===== src/rtl/hsd_pkg.sv =====
package hsd_pkg;
   localparam int unsigned PFX_W  = 3;
   localparam int unsigned LEAD_W = 2;
   localparam int unsigned KIND_W = 3;
   localparam int unsigned SLOT_W = 1 + KIND_W + LEAD_W + 1;

   typedef enum logic [KIND_W-1:0] {
      K_NONE = 3'd0,
      K_S17  = 3'd1,
      K_AUG  = 3'd2,
      K_W32  = 3'd3,
      K_ALT  = 3'd4,
      K_W33  = 3'd5,
      K_S18  = 3'd6,
      K_LONG = 3'd7
   } kind_e;

   typedef enum logic [1:0] {
      M_BASE  = 2'b00,
      M_RSVD  = 2'b01,
      M_MIX18 = 2'b10,
      M_ALL18 = 2'b11
   } mode_e;
endpackage


===== src/rtl/hsd_slot_dec.sv =====
module hsd_slot_dec
   import hsd_pkg::*;
(
   input  logic                act_i,
   input  logic [1:0]          mode_i,
   input  logic [PFX_W-1:0]    code_i,
   input  logic [2:0]          top_i,
   output logic                start_o,
   output logic [KIND_W-1:0]   kind_o,
   output logic [LEAD_W-1:0]   lead_o,
   output logic                brk_o
);
   kind_e kind;
   logic  is_long;

   assign is_long = (top_i == 3'b111);

   always_comb begin
      kind   = K_NONE;
      lead_o = '0;
      brk_o  = 1'b0;
      if (act_i) begin
         case (mode_i)
            M_BASE: begin
               case (code_i)
                  3'b000, 3'b001: begin kind = K_S17; lead_o = {1'b0, code_i[0]}; end
                  3'b010:         kind = K_AUG;
                  3'b011:         kind = K_NONE;
                  3'b100:         kind = is_long ? K_LONG : K_W32;
                  3'b101:         kind = K_ALT;
                  default:        begin kind = K_W33; lead_o = {1'b0, code_i[0]}; end
               endcase
            end
            M_MIX18: begin
               case (code_i)
                  3'b000, 3'b001: begin kind = K_S17; lead_o = {1'b0, code_i[0]}; end
                  3'b010:         kind = is_long ? K_LONG : K_W32;
                  3'b011:         kind = K_NONE;
                  default:        begin kind = K_S18; lead_o = code_i[1:0]; end
               endcase
            end
            M_ALL18: begin
               kind   = K_S18;
               lead_o = code_i[1:0];
               brk_o  = code_i[2];
            end
            default: kind = K_NONE;
         endcase
      end
   end

   assign kind_o  = kind;
   assign start_o = (kind != K_NONE);
endmodule


===== src/rtl/hsd_pipe.sv =====
module hsd_pipe #(
   parameter int unsigned W   = 8,
   parameter bit          REG = 1'b1
) (
   input  logic         clk,
   input  logic         rst_n,
   input  logic [W-1:0] d_i,
   output logic [W-1:0] q_o
);
   generate
      if (REG) begin : g_reg
         always_ff @(posedge clk or negedge rst_n) begin
            if (!rst_n) q_o <= '0;
            else        q_o <= d_i;
         end
      end else begin : g_comb
         assign q_o = d_i;
      end
   endgenerate
endmodule


===== src/rtl/hsd_prefix_decoder.sv =====
module hsd_prefix_decoder
   import hsd_pkg::*;
#(
   parameter int unsigned NUM_HALF = 14,
   parameter bit          REG_OUT  = 1'b1,
   localparam int unsigned CNT_W   = $clog2(NUM_HALF + 1)
) (
   input  logic                        clk,
   input  logic                        rst_n,
   input  logic [1:0]                  mode_i,
   input  logic [CNT_W-1:0]            remain_i,
   input  logic [NUM_HALF*PFX_W-1:0]   pfx_i,
   input  logic [NUM_HALF*3-1:0]       msb_i,
   output logic [NUM_HALF-1:0]         start_o,
   output logic [NUM_HALF*KIND_W-1:0]  kind_o,
   output logic [NUM_HALF*LEAD_W-1:0]  lead_o,
   output logic [NUM_HALF-1:0]         brk_o,
   output logic                        illegal_o
);
   localparam int unsigned BUS_W = NUM_HALF * SLOT_W + 1;

   generate
      if (NUM_HALF < 1 || NUM_HALF > 14) begin : g_bad_num
         $error("hsd_prefix_decoder: NUM_HALF must be 1..14");
      end
   endgenerate

   logic             illegal;
   logic [BUS_W-1:0] bus_d, bus_q;

   assign illegal = (mode_i == M_RSVD);

   generate
      for (genvar k = 0; k < NUM_HALF; k++) begin : g_slot
         logic              act, st, bk;
         logic [KIND_W-1:0] kd;
         logic [LEAD_W-1:0] ld;

         assign act = !illegal && (CNT_W'(k) < remain_i);

         hsd_slot_dec u_dec (
            .act_i   (act),
            .mode_i  (mode_i),
            .code_i  (pfx_i[k*PFX_W +: PFX_W]),
            .top_i   (msb_i[k*3 +: 3]),
            .start_o (st),
            .kind_o  (kd),
            .lead_o  (ld),
            .brk_o   (bk)
         );

         assign bus_d[k*SLOT_W +: SLOT_W] = {bk, ld, kd, st};

         assign start_o[k]                  = bus_q[k*SLOT_W];
         assign kind_o[k*KIND_W +: KIND_W]  = bus_q[k*SLOT_W + 1 +: KIND_W];
         assign lead_o[k*LEAD_W +: LEAD_W]  = bus_q[k*SLOT_W + 1 + KIND_W +: LEAD_W];
         assign brk_o[k]                    = bus_q[k*SLOT_W + SLOT_W - 1];
      end
   endgenerate

   assign bus_d[BUS_W-1] = illegal;
   assign illegal_o      = bus_q[BUS_W-1];

   hsd_pipe #(.W(BUS_W), .REG(REG_OUT)) u_pipe (
      .clk   (clk),
      .rst_n (rst_n),
      .d_i   (bus_d),
      .q_o   (bus_q)
   );
endmodule


===== config.mk =====
export PLATFORM = sky130hd
export DESIGN_NAME = hsd_prefix_decoder
export DESIGN_NICKNAME = d
export VERILOG_FILES = /design/src/rtl/hsd_pkg.sv /design/src/rtl/hsd_slot_dec.sv /design/src/rtl/hsd_pipe.sv /design/src/rtl/hsd_prefix_decoder.sv
export SDC_FILE = /design/constraint.sdc
export NUM_CORES = 1
export LEC_CHECK = 0
export ABC_AREA = 1
export BUFFER_PORTS_ARGS = -buffer_cell sky130_fd_sc_hd__buf_2
export CORE_UTILIZATION = 40
export CTS_BUF_LIST = sky130_fd_sc_hd__clkbuf_4
export DETAILED_ROUTE_END_ITERATION = 7
export GPL_ROUTABILITY_DRIVEN = 0
export PLACE_DENSITY = 0.67
export SLEW_MARGIN = 30
export SYNTH_ARGS = -nofsm -noshare
export SYNTH_HDL_FRONTEND = slang
export SYNTH_SLANG_ARGS = --single-unit

===== constraint.sdc =====
create_clock -name clk -period 0.8 [get_ports clk]
set_input_delay 0.16 -clock clk [delete_from_list [all_inputs] [get_ports clk]]
set_output_delay 0.16 -clock clk [all_outputs]
set_load 0.01 [all_outputs]

== Word level (Yosys, flattened, before mapping) ==
Index checks and enable logic that the tools add are counted.

* Flip-flop bits (word level): 99
* Output and inout port bits: 99
* Input bits: 92

* Reductions and logical operators: 86
* Order comparisons: 14
* Equality and inequality tests: 87
* Multiplexer cells: 154

{| class="wikitable"
|+ Operators by type and width
! cell !! number
|-
| $pmux 3 s3 || 28
|-
| $pmux 3 s5 || 14
|-
| $eq 3x3->1 const B || 42
|-
| $eq 3x2->1 const B || 28
|-
| $mux 3 || 28
|-
| $pmux 2 s3 || 14
|-
| $pmux 2 s2 || 14
|-
| $reduce_or 2->1 || 28
|-
| $reduce_or 4->1 || 14
|-
| $eq 3x1->1 const B || 14
|-
| $logic_not 3->1 || 14
|-
| $mux 1 || 42
|-
| $reduce_bool 3->1 || 14
|-
| $mux 2 || 14
|-
| $lt 4x4->1 const A || 6
|-
| $lt 3x4->1 const A || 4
|-
| $logic_and 1x1->1 || 14
|-
| $lt 1x4->1 const A || 2
|-
| $lt 2x4->1 const A || 2
|-
| $eq 2x2->1 const B || 2
|-
| $eq 2x1->1 const B || 1
|-
| $logic_not 2->1 || 1
|-
| $logic_not 1->1 || 1
|}

== Depth between registers and ports, before layout ==
* Depth in word-level cells: 6
* Gate-level depth with buffers: 8
* Depth with buffers taken out: 7

== Modules after synthesis ==
A second synthesis with hierarchy kept.

* Cells, all modules: 796
* Area, all modules: 5,455.2 µm²

{| class="wikitable"
|+ By module, submodules not included
! module !! cells each !! area each (µm²) !! times used
|-
| hsd_slot_dec || 47 || 201.4 || 14
|-
| hsd_pipe || 99 || 2,477.4 || 1
|-
| hsd_prefix_decoder || 39 || 157.7 || 1
|}

== Worst setup path before layout ==
OpenSTA, ideal clock, no wires.

* Kind: input-to-reg
* Start point: input port mode_i[0]
* End point: register u_pipe.q_o[77]
* Data arrival time: 0.930 ns
* Setup time: 0.125 ns
* Stages on the path: 8
* Path slack: -0.254 ns
* Path through: buf_6 -> buf_6 -> nor2_1 -> nand2_1 -> nand3_1 -> nand2_1 -> nand2_1 -> nand3_1

* Word-level cells in the longest chain between the ends: 5
* Elaborated cells between the ends (all ways): 9

{| class="wikitable"
|+ Ends and longest elaborated chain
! item !! line !! text
|-
| from (decl) || hsd_prefix_decoder.sv:10 || <nowiki>input logic [1:0] mode_i,</nowiki>
|-
| parallel branches: the longest is 3 deep, another holds $pmux 3 s3 || - ||
|-
| $mux 3 (*) || hsd_slot_dec.sv:22 || <nowiki>if (act_i) begin</nowiki>
|-
| $reduce_bool 3->1 (*) || hsd_slot_dec.sv:53 || <nowiki>assign start_o = (kind != K_NONE);</nowiki>
|-
| named net g_slot[11].st || hsd_prefix_decoder.sv:35 || <nowiki>logic act, st, bk;</nowiki>
|-
| to (signal assigned) || hsd_pipe.sv:14 || <nowiki>else q_o <= d_i;</nowiki>
|-
| to (decl) || hsd_pipe.sv:8 || <nowiki>output logic [W-1:0] q_o</nowiki>
|}

Mark *: on every way through the listed nets, which the timed path passes.

== Worst setup path in the final report ==
* Start point: register u_pipe.q_o[69]
* End point: output port brk_o[9]

{| class="wikitable"
|+ RTL lines
! item !! line !! text
|-
| to (decl) || hsd_prefix_decoder.sv:17 || <nowiki>output logic [NUM_HALF-1:0] brk_o,</nowiki>
|}

No word-level cell between the ends.

==> implementation parameters <==
Parameter                              Value

Global routing
  Number of antenna violations at the first check in global routing    2
  GR Overflow Total    0
  Number of global-route vias before repair    4993
  GRT Overall Usage    22.2%
  First-pass GRT wire length    22.8 mm
  Pin count of the biggest net entering global routing    27

Final layout
  Register with the most flip-flops    u_pipe.q_o
  Largest registers ranked by flip-flop count    u_pipe.q_o x99
  Area of all placed cells without fillers    7420 um^2
  Util after Layout    60.5%
  Diode insertion count for antenna repair    0
  Area overhead of the layout relative to synthesis    44.8%
  Sequential Area    2480 um^2
  Number of flip-flops in the largest register    99
  Net count, final    1073
  Fillcell total    1141
  Share of final-layout standard cells stronger than drive strength 1    34.1%
  Multi-input combinational cell area    2220 um^2

Power
  P_int    0.00739 W
  Cell leakage power    4.54 nW
  Power density normalized to cell area    1430 nW/um^2
  Sequential power share    50.4%
  Combinational power share    25.0%
  Highest ir drop seen on vdd    0.000868 V
  Clk pwr share    24.6%
  Reported net switching power    0.00325 W
  Total power of the final layout    0.0106 W
  Sw Share    30.6%

Setup path
  Standard cell with the maximum stage delay on the critical path    sky130_fd_sc_hd__dfrtp_1
  Critical path cell sequence    buf_2
  Max Fanout on Critical Path    1
  Max stage delay on crit path    0.42 ns
  Worst setup path category    flip-flop to output port
  Category of the worst setup path capture point    output port
  Crit-path leading delay family    flip-flops
  Required @ worst endpoint    0.64 ns
  WP buf/inv    1
  Worst setup path start    u_pipe.q_o[69]$_DFF_PN0_
  Data arrival time of the worst path    1.02 ns
  Kind of launch point of the worst setup path    flip-flop

Floorplan
  IO Count    191
  Die Footprint    13300 um^2
  Die W    115 um
  Initial Util    41.8%
  Standard-cell rows    40
  Core Footprint    12300 um^2
  Vert. Die Dim    115 um

Synth
  Number of synthesis warnings    0
  Total of flip-flops plus latches after synthesis    99
  Syn_area_per_cell    7.35 um^2
  Sequential cell area fraction in the yosys report    48.3%
  Ys flop type    sky130_fd_sc_hd__dfrtp_1
  Number of synthesized flops with an enable pin    0
  Synthesized net count    789
  Distinct cell type count after synthesis    25
  Synth async-reset ratio    100%
  Post-Synthesis Cell Area    5120 um^2
  Most area-consuming cells after synthesis    sky130_fd_sc_hd__dfrtp_1, sky130_fd_sc_hd__nand2_1, sky130_fd_sc_hd__nand3_1, sky130_fd_sc_hd__inv_1, sky130_fd_sc_hd__nor2_1
  Synth top area share    48.3%
  Gate Count Post-Synth    697
  Library cell with the highest instance count after synthesis    sky130_fd_sc_hd__nand2_1
  Most numerous cell types in the synthesized netlist    sky130_fd_sc_hd__nand2_1, sky130_fd_sc_hd__inv_1, sky130_fd_sc_hd__dfrtp_1
  Largest area contributor in the synthesized netlist    sky130_fd_sc_hd__dfrtp_1

Clocking
  CTS Root Cell    sky130_fd_sc_hd__clkbuf_4
  CTS clock-pin slew for the worst setup and hold paths    0.14 ns
  Maximum clock path buffer count    2
  TritonCTS clock tree    done
  CTS H-Tree Depth    3
  Number of buffers added by the clock tree synthesis step    9
  Clock Sink Count    99
  Hold_buf cts    12
  Post-CTS Setup Bufs    0

Status
  Result of the run    complete, but fails checks
  Violated checks    negative hold slack, negative setup slack

Placement
  Placement-stage cell area    7020 um^2
  IO buf count    190
  Final HPWL DP    10.9 mm

Timing
  Worst-case headroom to the max-slew limit    79.3%
  Final period utilization    147%
  Fin Hold WS    -0.0130 ns
  Transition time of the tightest slew-check pin    0.307 ns
  Final total negative setup slack    -33.68 ns
  PnR worst setup slack    -0.379 ns
  Final Max Slew Viols    0
  Max frequency    0.848 GHz
  Post-layout minimum cycle time    1.18 ns
  Number of hold violations in the final report    2
  Final setup viols    99
  Unrepaired setup endpoints after global routing    true

Hold path
  HP Start    pfx_i[22]
  Worst hold path type    input pin to flip-flop

Detailed routing
  Remaining DRCs    0
  Vias    5310
  Drt total wl    13.9 mm
  Residual antenna-violating net count after detailed routing    0
  Wire per inst    12.1 um
  Initial detailed-routing violation count    385
  Drt via density    4.60
  Pre-antenna DRT Iters    4

Run
  Max-cap violations    0
logic make-up (layout without fill, tap and decap cells):
kind of cell / Yosys count / count (layout) / synth area share, %
flip-flops: 99 / 99 / 48.3
AO/OA/AOI/OAI: 28 / 28 / 3.12
buffers and inverters: 125 / 414 / 10.1
AND/OR/NAND/NOR: 445 / 445 / 38.5
cell usage in the layout (no fill, tap or decap), types with 2 or more instances in the layout:
cell type,instances
sky130_fd_sc_hd__dlygate4sd3_1,12
sky130_fd_sc_hd__nand4_1,14
sky130_fd_sc_hd__nand2_4,3
sky130_fd_sc_hd__buf_6,23
sky130_fd_sc_hd__dfrtp_1,99
sky130_fd_sc_hd__buf_2,167
sky130_fd_sc_hd__inv_1,100
sky130_fd_sc_hd__inv_2,9
sky130_fd_sc_hd__clkinv_1,2
sky130_fd_sc_hd__nand2_2,5
sky130_fd_sc_hd__clkbuf_4,9
sky130_fd_sc_hd__a21oi_1,19
sky130_fd_sc_hd__buf_4,78
sky130_fd_sc_hd__nor3_2,4
sky130_fd_sc_hd__nor2_1,29
sky130_fd_sc_hd__nor3_1,15
sky130_fd_sc_hd__buf_12,8
sky130_fd_sc_hd__nand2_1,264
sky130_fd_sc_hd__nor2_2,4
sky130_fd_sc_hd__nor2_4,17
sky130_fd_sc_hd__o21a_1,5
sky130_fd_sc_hd__nand3_1,79
sky130_fd_sc_hd__nor4_1,10
power by group through the flow:
stage / clock network [W] / logic [W] / registers (W)
after global placement: 0 / 0.00255 / 0.00546
after floorplan: 0 / 0.00112 / 0.00562
after CTS: 0.00273 / 0.00265 / 0.00536
after detailed placement: 0 / 0.00257 / 0.00545
final: 0.00262 / 0.00266 / 0.00537
after global routing: 0.00288 / 0.00299 / 0.00539
final timing paths:
check / to / slack, ns / depth (start not counted)
max: brk_o[9] / -0.38 / 1
min: u_pipe.q_o[54]$_DFF_PN0_ / -0.01 / 3
max in group asynchronous: u_pipe.q_o[8]$_DFF_PN0_ / 0.29 / 3
min in group asynchronous: u_pipe.q_o[65]$_DFF_PN0_ / 0.11 / 2
routing by layer:
layer | track usage, % | vias up | wire length, um
li1 | - | 2746 | -
met1 | 28.6 | 2375 | 6240
met2 | 35.9 | 172 | 6460
met3 | 5.85 | 15 | 1030
met4 | 8.57 | 2 | 165
met5 | 0 | - | 12
stage by stage:
stage / setup slack (ns) / std cells / hold WS (ns)
6_report: -0.379 / 1154 / -0.0130
5_1_grt: -0.434 / 1154 / -0.0270
4_1_cts: -0.410 / 1154 / -0.0603
3_5_place_dp: -0.471 / 1126 / 0.0625
3_3_place_gp: -0.423 / 1126 / 0.0607
2_1_floorplan: -0.176 / 697 / -0.136
repair_timing:
action,CTS,global route
cloned,0,0
endpoints found under the hold margin,109,2
gates resized for setup,12,16
endpoints found under the setup margin,99,105
layout make-up:
type / count / share of cell area (%)
sequential: 99 / 33.4
tap: 168 / 2.83
clock inverter: 7 / 0.910
multi-input combinational: 473 / 29.9
timing repair buffer: 288 / 26.4
inverter: 110 / 5.66
clock buffer: 9 / 0.910
Power figures use the tool's default switching activity.
